`config.mk`:
```
export PLATFORM = sky130hd
export DESIGN_NAME = rtc_emu
export DESIGN_NICKNAME = d
export VERILOG_FILES = /design/src/rtl/rtc_emu_pkg.sv /design/src/rtl/rtc_delta_sel.sv /design/src/rtl/rtc_tick_sched.sv /design/src/rtl/rtc_flag_gen.sv /design/src/rtl/rtc_emu.sv
export SDC_FILE = /design/constraint.sdc
export NUM_CORES = 1
export LEC_CHECK = 0
export BUFFER_PORTS_ARGS = -buffer_cell sky130_fd_sc_hd__buf_2
export CAP_MARGIN = 20
export CORE_UTILIZATION = 50
export CTS_BUF_LIST = sky130_fd_sc_hd__clkbuf_8
export DETAILED_ROUTE_END_ITERATION = 8
export HOLD_SLACK_MARGIN = 0.1
export PLACE_DENSITY_LB_ADDON = 0.12
export SETUP_SLACK_MARGIN = 0.3
export SLEW_MARGIN = 20
export SYNTH_ARGS = -nofsm -noshare
export SYNTH_HDL_FRONTEND = slang
export SYNTH_SLANG_ARGS = --single-unit
```
`constraint.sdc`:
```
create_clock -name clk -period 3.6 [get_ports clk]
set_input_delay 0.72 -clock clk [delete_from_list [all_inputs] [get_ports clk]]
set_output_delay 0.72 -clock clk [all_outputs]
set_load 0.01 [all_outputs]
```
`src/rtl/rtc_emu_pkg.sv`:
```
package rtc_emu_pkg;
    localparam logic [3:0] POLL_LOG2 = 4'd6;
    localparam logic [3:0] RATE_MIN  = 4'd1;
    localparam logic [3:0] RATE_MAX  = 4'd13;

    localparam int BIT_IRQ = 7;
    localparam int BIT_PER = 6;
    localparam int BIT_ALM = 5;
    localparam int BIT_UPD = 4;

    typedef enum logic [1:0] {
        ST_OFF   = 2'd0,
        ST_ARMED = 2'd1,
        ST_CATCH = 2'd2
    } sched_st_e;
endpackage

```
`src/rtl/rtc_delta_sel.sv`:
```
module rtc_delta_sel
    import rtc_emu_pkg::*;
#(
    parameter int              CNT_W         = 32,
    parameter int              DIV_W         = 10,
    parameter logic [CNT_W-1:0] TICKS_PER_SEC = 1_000_000
) (
    input  logic             per_en_i,
    input  logic [3:0]       rate_sel_i,
    output logic [CNT_W-1:0] delta_o,
    output logic [DIV_W-1:0] limit_o
);
    localparam logic [CNT_W-1:0] BASE_DELTA = TICKS_PER_SEC >> POLL_LOG2;

    logic [3:0]       rate;
    logic [CNT_W-1:0] fast_delta;
    logic             fast;

    always_comb begin
        rate = rate_sel_i;
        if (rate < RATE_MIN) begin
            rate = RATE_MIN;
        end else if (rate > RATE_MAX) begin
            rate = RATE_MAX;
        end
        fast       = (rate > POLL_LOG2);
        fast_delta = TICKS_PER_SEC >> rate;
        if (fast_delta == '0) begin
            fast_delta = {{(CNT_W-1){1'b0}}, 1'b1};
        end
        delta_o = (per_en_i && fast) ? fast_delta : BASE_DELTA;
        limit_o = fast ? DIV_W'(1) : (DIV_W'(1) << (POLL_LOG2 - rate));
    end
endmodule

```
`src/rtl/rtc_tick_sched.sv`:
```
module rtc_tick_sched
    import rtc_emu_pkg::*;
#(
    parameter int CNT_W  = 32,
    parameter int LOST_W = 8
) (
    input  logic              clk,
    input  logic              rst_n,
    input  logic [CNT_W-1:0]  count_i,
    input  logic              any_en_i,
    input  logic [CNT_W-1:0]  delta_i,
    output logic [CNT_W-1:0]  cmp_o,
    output logic              on_o,
    output logic              eval_o,
    output logic [LOST_W-1:0] lost_o
);
    typedef struct packed {
        sched_st_e        st;
        logic [CNT_W-1:0]  cmp;
        logic [LOST_W-1:0] lost;
    } sched_t;

    sched_t q, d;
    logic [CNT_W-1:0] diff;
    logic             behind;

    always_comb begin
        d      = q;
        eval_o = 1'b0;
        diff   = count_i - q.cmp;
        behind = ~diff[CNT_W-1];
        if (!any_en_i) begin
            d.st = ST_OFF;
        end else if (q.st == ST_OFF) begin
            d.st   = ST_ARMED;
            d.cmp  = count_i + delta_i;
            d.lost = '0;
        end else if (q.st == ST_ARMED) begin
            if (behind) begin
                d.st   = ST_CATCH;
                d.cmp  = q.cmp + delta_i;
                d.lost = '0;
            end
        end else begin
            if (behind) begin
                d.cmp = q.cmp + delta_i;
                if (q.lost != '1) begin
                    d.lost = q.lost + 1'b1;
                end
            end else begin
                eval_o = 1'b1;
                d.st   = ST_ARMED;
            end
        end
    end

    always_ff @(posedge clk or negedge rst_n) begin
        if (!rst_n) begin
            q <= '{st: ST_OFF, cmp: '0, lost: '0};
        end else begin
            q <= d;
        end
    end

    assign cmp_o  = q.cmp;
    assign on_o   = (q.st != ST_OFF);
    assign lost_o = q.lost;
endmodule

```
`src/rtl/rtc_flag_gen.sv`:
```
module rtc_flag_gen
    import rtc_emu_pkg::*;
#(
    parameter int LOST_W = 8,
    parameter int DIV_W  = 10
) (
    input  logic              clk,
    input  logic              rst_n,
    input  logic              eval_i,
    input  logic [LOST_W-1:0] lost_i,
    input  logic [DIV_W-1:0]  limit_i,
    input  logic              per_en_i,
    input  logic              alm_en_i,
    input  logic              upd_en_i,
    input  logic [7:0]        sec_i,
    input  logic [7:0]        min_i,
    input  logic [7:0]        hour_i,
    input  logic [7:0]        alm_sec_i,
    input  logic [7:0]        alm_min_i,
    input  logic [7:0]        alm_hour_i,
    output logic [15:0]       word_o,
    output logic              valid_o
);
    typedef struct packed {
        logic [DIV_W-1:0] div_cnt;
        logic [7:0]       prev_sec;
        logic             prev_ok;
        logic             upd_en_q;
        logic [15:0]      word;
        logic             valid;
    } flag_t;

    flag_t q, d;
    logic [DIV_W:0] sum;
    logic           ok_now, pf, af, uf;

    always_comb begin
        d          = q;
        d.upd_en_q = upd_en_i;
        d.valid    = 1'b0;
        d.word     = '0;
        pf = 1'b0;
        af = 1'b0;
        uf = 1'b0;
        sum = {1'b0, q.div_cnt} + (DIV_W+1)'(lost_i) + 1'b1;
        ok_now = (upd_en_i && !q.upd_en_q) ? 1'b0 : q.prev_ok;
        d.prev_ok = ok_now;
        if (eval_i) begin
            if (per_en_i) begin
                if (sum >= {1'b0, limit_i}) begin
                    pf        = 1'b1;
                    d.div_cnt = '0;
                end else begin
                    d.div_cnt = sum[DIV_W-1:0];
                end
            end
            if (upd_en_i && (!ok_now || sec_i != q.prev_sec)) begin
                uf         = ok_now;
                d.prev_sec = sec_i;
                d.prev_ok  = 1'b1;
            end
            af = alm_en_i && (sec_i == alm_sec_i) && (min_i == alm_min_i)
                 && (hour_i == alm_hour_i);
            if (pf || af || uf) begin
                d.valid            = 1'b1;
                d.word[15:8]       = 8'd1;
                d.word[BIT_IRQ]    = 1'b1;
                d.word[BIT_PER]    = pf;
                d.word[BIT_ALM]    = af;
                d.word[BIT_UPD]    = uf;
            end
        end
    end

    always_ff @(posedge clk or negedge rst_n) begin
        if (!rst_n) begin
            q <= '0;
        end else begin
            q <= d;
        end
    end

    assign word_o  = q.word;
    assign valid_o = q.valid;
endmodule

```
`src/rtl/rtc_emu.sv`:
```
module rtc_emu
    import rtc_emu_pkg::*;
#(
    parameter int               CNT_W         = 32,
    parameter int               LOST_W        = 8,
    parameter int               DIV_W         = 10,
    parameter logic [CNT_W-1:0] TICKS_PER_SEC = 1_000_000
) (
    input  logic             clk,
    input  logic             rst_n,
    input  logic [CNT_W-1:0] count_i,
    input  logic [7:0]       sec_i,
    input  logic [7:0]       min_i,
    input  logic [7:0]       hour_i,
    input  logic [7:0]       alm_sec_i,
    input  logic [7:0]       alm_min_i,
    input  logic [7:0]       alm_hour_i,
    input  logic             per_en_i,
    input  logic             alm_en_i,
    input  logic             upd_en_i,
    input  logic [3:0]       rate_sel_i,
    output logic [CNT_W-1:0] cmp_o,
    output logic             chan_on_o,
    output logic [15:0]      irq_word_o,
    output logic             irq_valid_o
);
    logic [CNT_W-1:0]  tick_delta;
    logic [DIV_W-1:0]  div_limit;
    logic              tick_eval;
    logic [LOST_W-1:0] tick_lost;
    logic              any_en;

    assign any_en = per_en_i | alm_en_i | upd_en_i;

    rtc_delta_sel #(
        .CNT_W(CNT_W), .DIV_W(DIV_W), .TICKS_PER_SEC(TICKS_PER_SEC)
    ) u_delta (
        .per_en_i  (per_en_i),
        .rate_sel_i(rate_sel_i),
        .delta_o   (tick_delta),
        .limit_o   (div_limit)
    );

    rtc_tick_sched #(.CNT_W(CNT_W), .LOST_W(LOST_W)) u_sched (
        .clk     (clk),
        .rst_n   (rst_n),
        .count_i (count_i),
        .any_en_i(any_en),
        .delta_i (tick_delta),
        .cmp_o   (cmp_o),
        .on_o    (chan_on_o),
        .eval_o  (tick_eval),
        .lost_o  (tick_lost)
    );

    rtc_flag_gen #(.LOST_W(LOST_W), .DIV_W(DIV_W)) u_flags (
        .clk       (clk),
        .rst_n     (rst_n),
        .eval_i    (tick_eval),
        .lost_i    (tick_lost),
        .limit_i   (div_limit),
        .per_en_i  (per_en_i),
        .alm_en_i  (alm_en_i),
        .upd_en_i  (upd_en_i),
        .sec_i     (sec_i),
        .min_i     (min_i),
        .hour_i    (hour_i),
        .alm_sec_i (alm_sec_i),
        .alm_min_i (alm_min_i),
        .alm_hour_i(alm_hour_i),
        .word_o    (irq_word_o),
        .valid_o   (irq_valid_o)
    );
endmodule

```
==> flow_summary.yaml, run 1 <==
die:
  die_w_um: 120
  num_io_pins: 139
  row_count: 42
  fp.dieArea_um2: 14500
  core-area_um2: 13500
  initial_core_util_pct: 51.9
  die_h_um: 120
sta:
  slew_headroom_pct: 38.8
  rsz0062_at_grt: "true"
  finalHoldViolations: 0
  finClkSkew_ps: 12.7
  final.min_clock_period_ps: 3760
  fin_crit_sh_pct: 104
  setup_viol: 17
  fmax_mhz: 266
  slew_viol_final: 0
  final.setup.worst_slack_ps: -155
  tightest_slew_ps: 919
  totalNegativeSetupSlack_ps: -1260
detailed_routing:
  dr.first_iter.drc_count: 465
  routed_wl_um: 19800
  drc: 0
  dr_total_vias: 7066
  routed_via_density: 5.58
  wl_per_cell_um: 15.7
  ant_nets: 0
  drt-pass1-iter-count: 7
critical_path:
  path_buf_inv: 6
  critical_path_class: "input port to register"
  max_stage_delay_ps: 390
  path_max_fanout: 18
  r2r_slack_ps: 70
  slowest_stage: "fa_2"
  end_kind: "register"
  crit_chain: "buf_8, buf_12, nand2_2, nand2_4, inv_4, ha_4, a21o_1, and2_4, o211ai_1, ha_2, fa_2, a21oi_4, o22ai_2, o311ai_1, and3_4, a21o_4, buf_4, buf_12, nor4_2, buf_4, a221oi_2, nand3_1"
  required_ps: 3850
  crit_family: "compound AO/OA/AOI/OAI gates"
  cp_data_arrival_time_ps: 4010
  critPathLaunchType: "input port"
clocking:
  path_clk_slew_ps: 80
  htreeDepth: 3
  cts_tree: "yes"
  cts_buffers: 9
  clock_latency_ps: 370
  cts_root_buf: "clkbuf_8"
  hold_buffers: 0
  numClockSinks: 66
  clockBufferDepth: 2
global_route:
  grt_max_degree: 39
  grt_use_total_pct: 27.3
  antenna_found_initial: 0
  overflow: 0
  grt_pass1_wl_um: 31300
  first_global_vias: 6490
hold_path:
  min_path_type: "input port to asynchronous set/reset pin"
cells_and_area:
  final_util_pct: 69.5
  finish.instance_area_um2: 9350
  antenna_cells: 0
  layout-drive-gt1-share_pct: 35.4
  syn_to_final_growth_pct: 33.8
  fin_nets: 1252
power:
  ir_worst_vdd_mv: 0.372
  power-per-cell-area_nw_per_um2: 807
  leakage_nw: 4.34
  p_total_mw: 7.54
yosys:
  synthTopCellsByArea: "dfrtp_1, ha_1, nand2_1, buf_4, a21oi_1"
  synth_seq_cells: 66
  synth_top_area_share_pct: 23.6
  synth_seq_area_share_pct: 23.6
  synth-edff-count: 0
  synth.avg_cell_area_um2: 7.93
  yosys.area.top_type: "dfrtp_1"
  synth_warnings: 0
  async_flop_share_pct: 100
  yosys_most_used_dff: "dfrtp_1"
  synth_cell_type_count: 83
  netlist_area_um2: 6990
  post_synth_inst_count: 881
place:
  place.gp.congestion: 0.923
  placed_cell_area_um2: 8370
  dpl.hpwl_um: 15000
  io_buffers: 127
status:
  status: "finished, violations left"
  failed_checks: "negative setup slack"
job:
  cap_violations: 0
==> cell type report <==
class	count	area, um2
clock buffers	11	151
clock inverters	5	77.6
inverters	53	206
multi-input cells	696	5300
fillers	1098	4100
repair buffers	259	1740
well taps	176	220
flip-flops and latches	66	1650
==> layout by cell type (no fill, tap or decap), drive strengths merged, types with 3 or more instances in the layout <==
| cell | netlist | final |
|---|---|---|
| buf | 60 | 259 |
| nand2 | 130 | 130 |
| ha | 76 | 76 |
| o21ai | 72 | 72 |
| dfrtp | 66 | 66 |
| a21oi | 62 | 62 |
| inv | 52 | 53 |
| nand3 | 40 | 40 |
| nor2 | 35 | 35 |
| xnor2 | 34 | 34 |
| xor2 | 31 | 31 |
| nor3 | 18 | 18 |
| conb | 2 | 16 |
| nand4 | 13 | 13 |
| nor4 | 13 | 13 |
| a21o | 12 | 12 |
| o211ai | 11 | 11 |
| clkbuf | 20 | 11 |
| a31oi | 11 | 11 |
| mux2 | 10 | 10 |
| and3 | 10 | 10 |
| o31ai | 9 | 9 |
| nor2b | 6 | 6 |
| a2111oi | 6 | 6 |
| or3 | 5 | 5 |
| o21bai | 5 | 5 |
| a22oi | 5 | 5 |
| or2 | 5 | 5 |
| o21a | 4 | 4 |
| mux2i | 4 | 4 |
| and2 | 4 | 4 |
| a211oi | 4 | 4 |
| nand2b | 4 | 4 |
| a211o | 3 | 3 |
| a21boi | 3 | 3 |
| clkinv | 1 | 3 |
==> Yosys cell counts, types with 13 or more instances <==
master / number
xor2_1: 31
inv_1: 51
ha_1: 76
xnor2_1: 34
clkbuf_1: 20
nand3_1: 38
buf_4: 50
nand2_1: 130
o21ai_1: 31
nor2_1: 33
nand4_1: 13
dfrtp_1: 66
o21ai_0: 41
nor3_1: 18
a21oi_1: 62
==> power breakdown <==
part	leakage [nW]	internal, mW	switching (mW)
clock	0.121	0.425	0.310
sequential	0.825	1.03	0.221
combinational	3.40	2.57	2.98
==> final timing paths <==
kind                                      to  cells after the start              start
setup / recovery           u_sched.cmp_o[28]                     22      rate_sel_i[2]
hold / removal             u_sched.cmp_o[28]                      1              rst_n
setup reg to reg           u_flags.word_o[7]                     17  u_sched.lost_o[0]
hold reg to reg                u_flags.q[32]                      2      u_flags.q[32]
max in group asynchronous   u_sched.cmp_o[6]                      2              rst_n
min in group clk               u_flags.q[32]                      2      u_flags.q[32]
==> logic make-up (layout without fill, tap and decap cells) <==
logic type	Yosys count	after routing	synth area share, %
other	2	16	0.107
adders and majority gates	78	78	14.2
AOI/OAI and AO/OA	233	233	21.9
DFF	66	66	23.6
xor gates and xnor gates	65	65	8.15
and+or+nand+nor	290	290	19.8
muxes	14	14	2.18
buffers and inverters	133	328	9.96
==> state kept, by name, summed over array words and instances, names as in the netlist <==
name	count
u_flags.q	20
u_sched.q	2
u_flags.word_o	4
u_sched.lost_o	8
u_sched.cmp_o	32
==> what timing repair did <==
item	CTS	global route
endpoints found under the setup margin	36	38
setup buffers	10	15
pin swaps	32	57
cloned	0	1
resized for setup	51	68
==> per-stage QoR <==
stage	cells	hold slack [ps]	setup slack, ps
after floorplan	895	424	-456
after global placement	1224	471	-550
after detailed placement	1224	483	-678
after CTS	1250	495	-64.9
after global routing	1266	523	-301
final	1266	482	-155
==> per-layer routing <==
layer,up-vias,global-route usage [%],wire [um]
li1,3500,-,-
met1,3287,36.4,8800
met2,232,44.2,9180
met3,47,4.91,1280
met4,0,9.72,595
met5,-,0,0
Note: power is estimated with default switching activity, not from simulation.
==> run 2: changes to the inputs <==
BUFFER_PORTS_ARGS = -buffer_cell sky130_fd_sc_hd__buf_4   (was -buffer_cell sky130_fd_sc_hd__buf_2)
==> flow_summary.yaml, run 2 (synthesis results as in run 1) <==
global_route:
  grt_use_total_pct: 28.9
  grt_pass1_wl_um: 32900
  use_met2_pct: 48.5
  overflow: 0
  grt_max_degree: 67
  antenna_found_initial: 0
  gr-max-usage-layer: "met2"
  use_met1_pct: 36.7
  met3_usage_pct: 4.86
  first_global_vias: 6941
status:
  failed_checks: "negative setup slack"
  status: "finished, violations left"
die:
  core-area_um2: 13500
  die_w_um: 120
  row_count: 42
  num_io_pins: 139
  initial_core_util_pct: 51.9
  fp.dieArea_um2: 14500
  die_h_um: 120
cells_and_area:
  largest_reg_flops: 32
  syn_to_final_growth_pct: 42.9
  n_fill_cell: 997
  layout-drive-gt1-share_pct: 38.2
  final_cell_mix: "buf_4, nand2_1, dfrtp_1, ha_1, a21oi_1"
  fin_nets: 1256
  antenna_cells: 0
  final_util_pct: 74.2
  final_common_cell: "buf_4"
detailed_routing:
  dr.first_iter.drc_count: 510
  routed_wl_um: 22100
  wl_per_cell_um: 17.4
  dr_total_vias: 7263
  routed_via_density: 5.72
  drt-pass1-iter-count: 5
  drc: 0
  ant_nets: 0
clocking:
  numClockSinks: 66
  clockBufferDepth: 2
  htreeDepth: 3
  cts_tree: "yes"
  cts_buffers: 9
  hold_buffers: 0
  path_clk_slew_ps: 80
  cts_root_buf: "clkbuf_8"
  clock_latency_ps: 390
critical_path:
  r2r-end: "u_flags.word_o[7]"
  crit_family: "compound AO/OA/AOI/OAI gates"
  path_buf_inv: 4
  required_ps: 3880
  cp_data_arrival_time_ps: 4030
  r2r_slack_ps: 70
  critPathLaunchType: "input port"
  max_stage_delay_ps: 350
  critical_path_class: "input port to register"
  r2r-start: "u_sched.lost_o[0]"
  path_max_fanout: 5
  end_kind: "register"
  slowest_stage: "a211o_1"
  crit_chain: "buf_8, and3_4, nor3_4, buf_6, ha_4, inv_1, mux2i_2, nand2_1, o211ai_1, ha_1, nand3_2, o211ai_1, a22oi_2, a211o_1, buf_12, a211oi_4, mux2i_1, nand2_1, o2111a_1"
  rr_worst_depth: 17
job:
  cap_violations: 0
place:
  pre_cts_slack_ps: -583
  place.gp.congestion: 0.910
  dpl.hpwl_um: 15200
  io_buffers: 127
sta:
  slew_viol_final: 0
  slew_headroom_pct: 41.4
  fin_crit_sh_pct: 104
  setup_viol: 14
  tightest_slew_ps: 879
  finalHoldViolations: 0
  final.setup.worst_slack_ps: -150
  finClkSkew_ps: 19.6
  rsz0062_at_grt: "true"
  final.min_clock_period_ps: 3750
  fmax_mhz: 267
power:
  ir_worst_vdd_mv: 0.481
  power-per-cell-area_nw_per_um2: 833
  p_total_mw: 8.32
  leakage_nw: 4.52
hold_path:
  min_path_type: "input port to asynchronous set/reset pin"
## run 2: cell types whose count changed in the layout (fill, tap and decap cells not counted), sizes merged
cell,change
buf,+4
bufinv,+2
clkbuf,-1
inv,-1
## run 2: layout make-up
type | count | area (um2) | share of cell area, %
flip-flops and latches | 66 | 1650 | 16.5
multi-input cells | 696 | 5520 | 55.3
repair buffers | 263 | 2110 | 21.1
clock inverters | 6 | 138 | 1.38
well taps | 176 | 220 | 2.21
inverters | 53 | 206 | 2.07
clock buffers | 10 | 138 | 1.38
## run 2: how the worst max path moves through the flow
stage | startpoint | to | slack [ps] | cells past startpoint
5_1_grt | rate_sel_i[2] | u_sched.cmp_o[31] | -250 | 19
6_report | rate_sel_i[2] | u_sched.cmp_o[31] | -150 | 19
2_1_floorplan | rate_sel_i[3] | u_sched.cmp_o[30] | -460 | 18
3_3_place_gp | rate_sel_i[2] | u_sched.cmp_o[30] | -480 | 18
4_1_cts | rate_sel_i[2] | u_sched.cmp_o[31] | 20 | 19
3_5_place_dp | rate_sel_i[2] | u_sched.cmp_o[30] | -580 | 18
## run 2: metrics by stage
stage / setup TNS, ps / instance area [um2] / instances / hold slack, ps
after detailed placement: -10410 / 8670 / 1220 / 481
final: -747 / 9980 / 1270 / 454
after CTS: 0 / 9370 / 1252 / 472
after global placement: -8910 / 8670 / 1220 / 474
after global routing: -3180 / 9980 / 1270 / 494
after floorplan: -3760 / 7220 / 895 / 424
## run 2: layer usage
| metal | wire length [um] | share of wire (%) | vias to the layer above |
|---|---|---|---|
| met5 | 0 | 0 | - |
| met4 | 856 | 3.9 | 0 |
| met3 | 1390 | 6.3 | 77 |
| met2 | 10700 | 48 | 282 |
| met1 | 9190 | 42 | 3414 |
| li1 | - | - | 3490 |
## run 2: worst reg2reg max path, cell delays in order (launching register included)
cell and delay (ps):
dfrtp_1 350, inv_1 90, ha_1 240, fa_2 350
nor2b_1 110, o21ai_0 130, a21boi_1 230, o21ai_1 120
a21oi_2 180, xor2_1 90, ha_1 210, a21oi_1 170
nand2_1 130, a2111oi_4 310, nor2_2 100, a31oi_4 240
nor2_4 90, a311o_1 280
## run 2: power by group
group          internal [mW]  total [mW]  switching (mW)
logic                   2.91        6.15            3.24
clock network          0.552       0.906           0.354
registers               1.03        1.26           0.232
total                   4.49        8.32            3.83
## run 2: what timing repair did
item / 4_1_cts / 5_1_grt
setup buffers: 16 / 17
resized for setup: 62 / 97
pin swaps: 32 / 65
cloned: 0 / 1
setup endpoints to repair: 33 / 45
endpoints found under the hold margin: 0 / 0
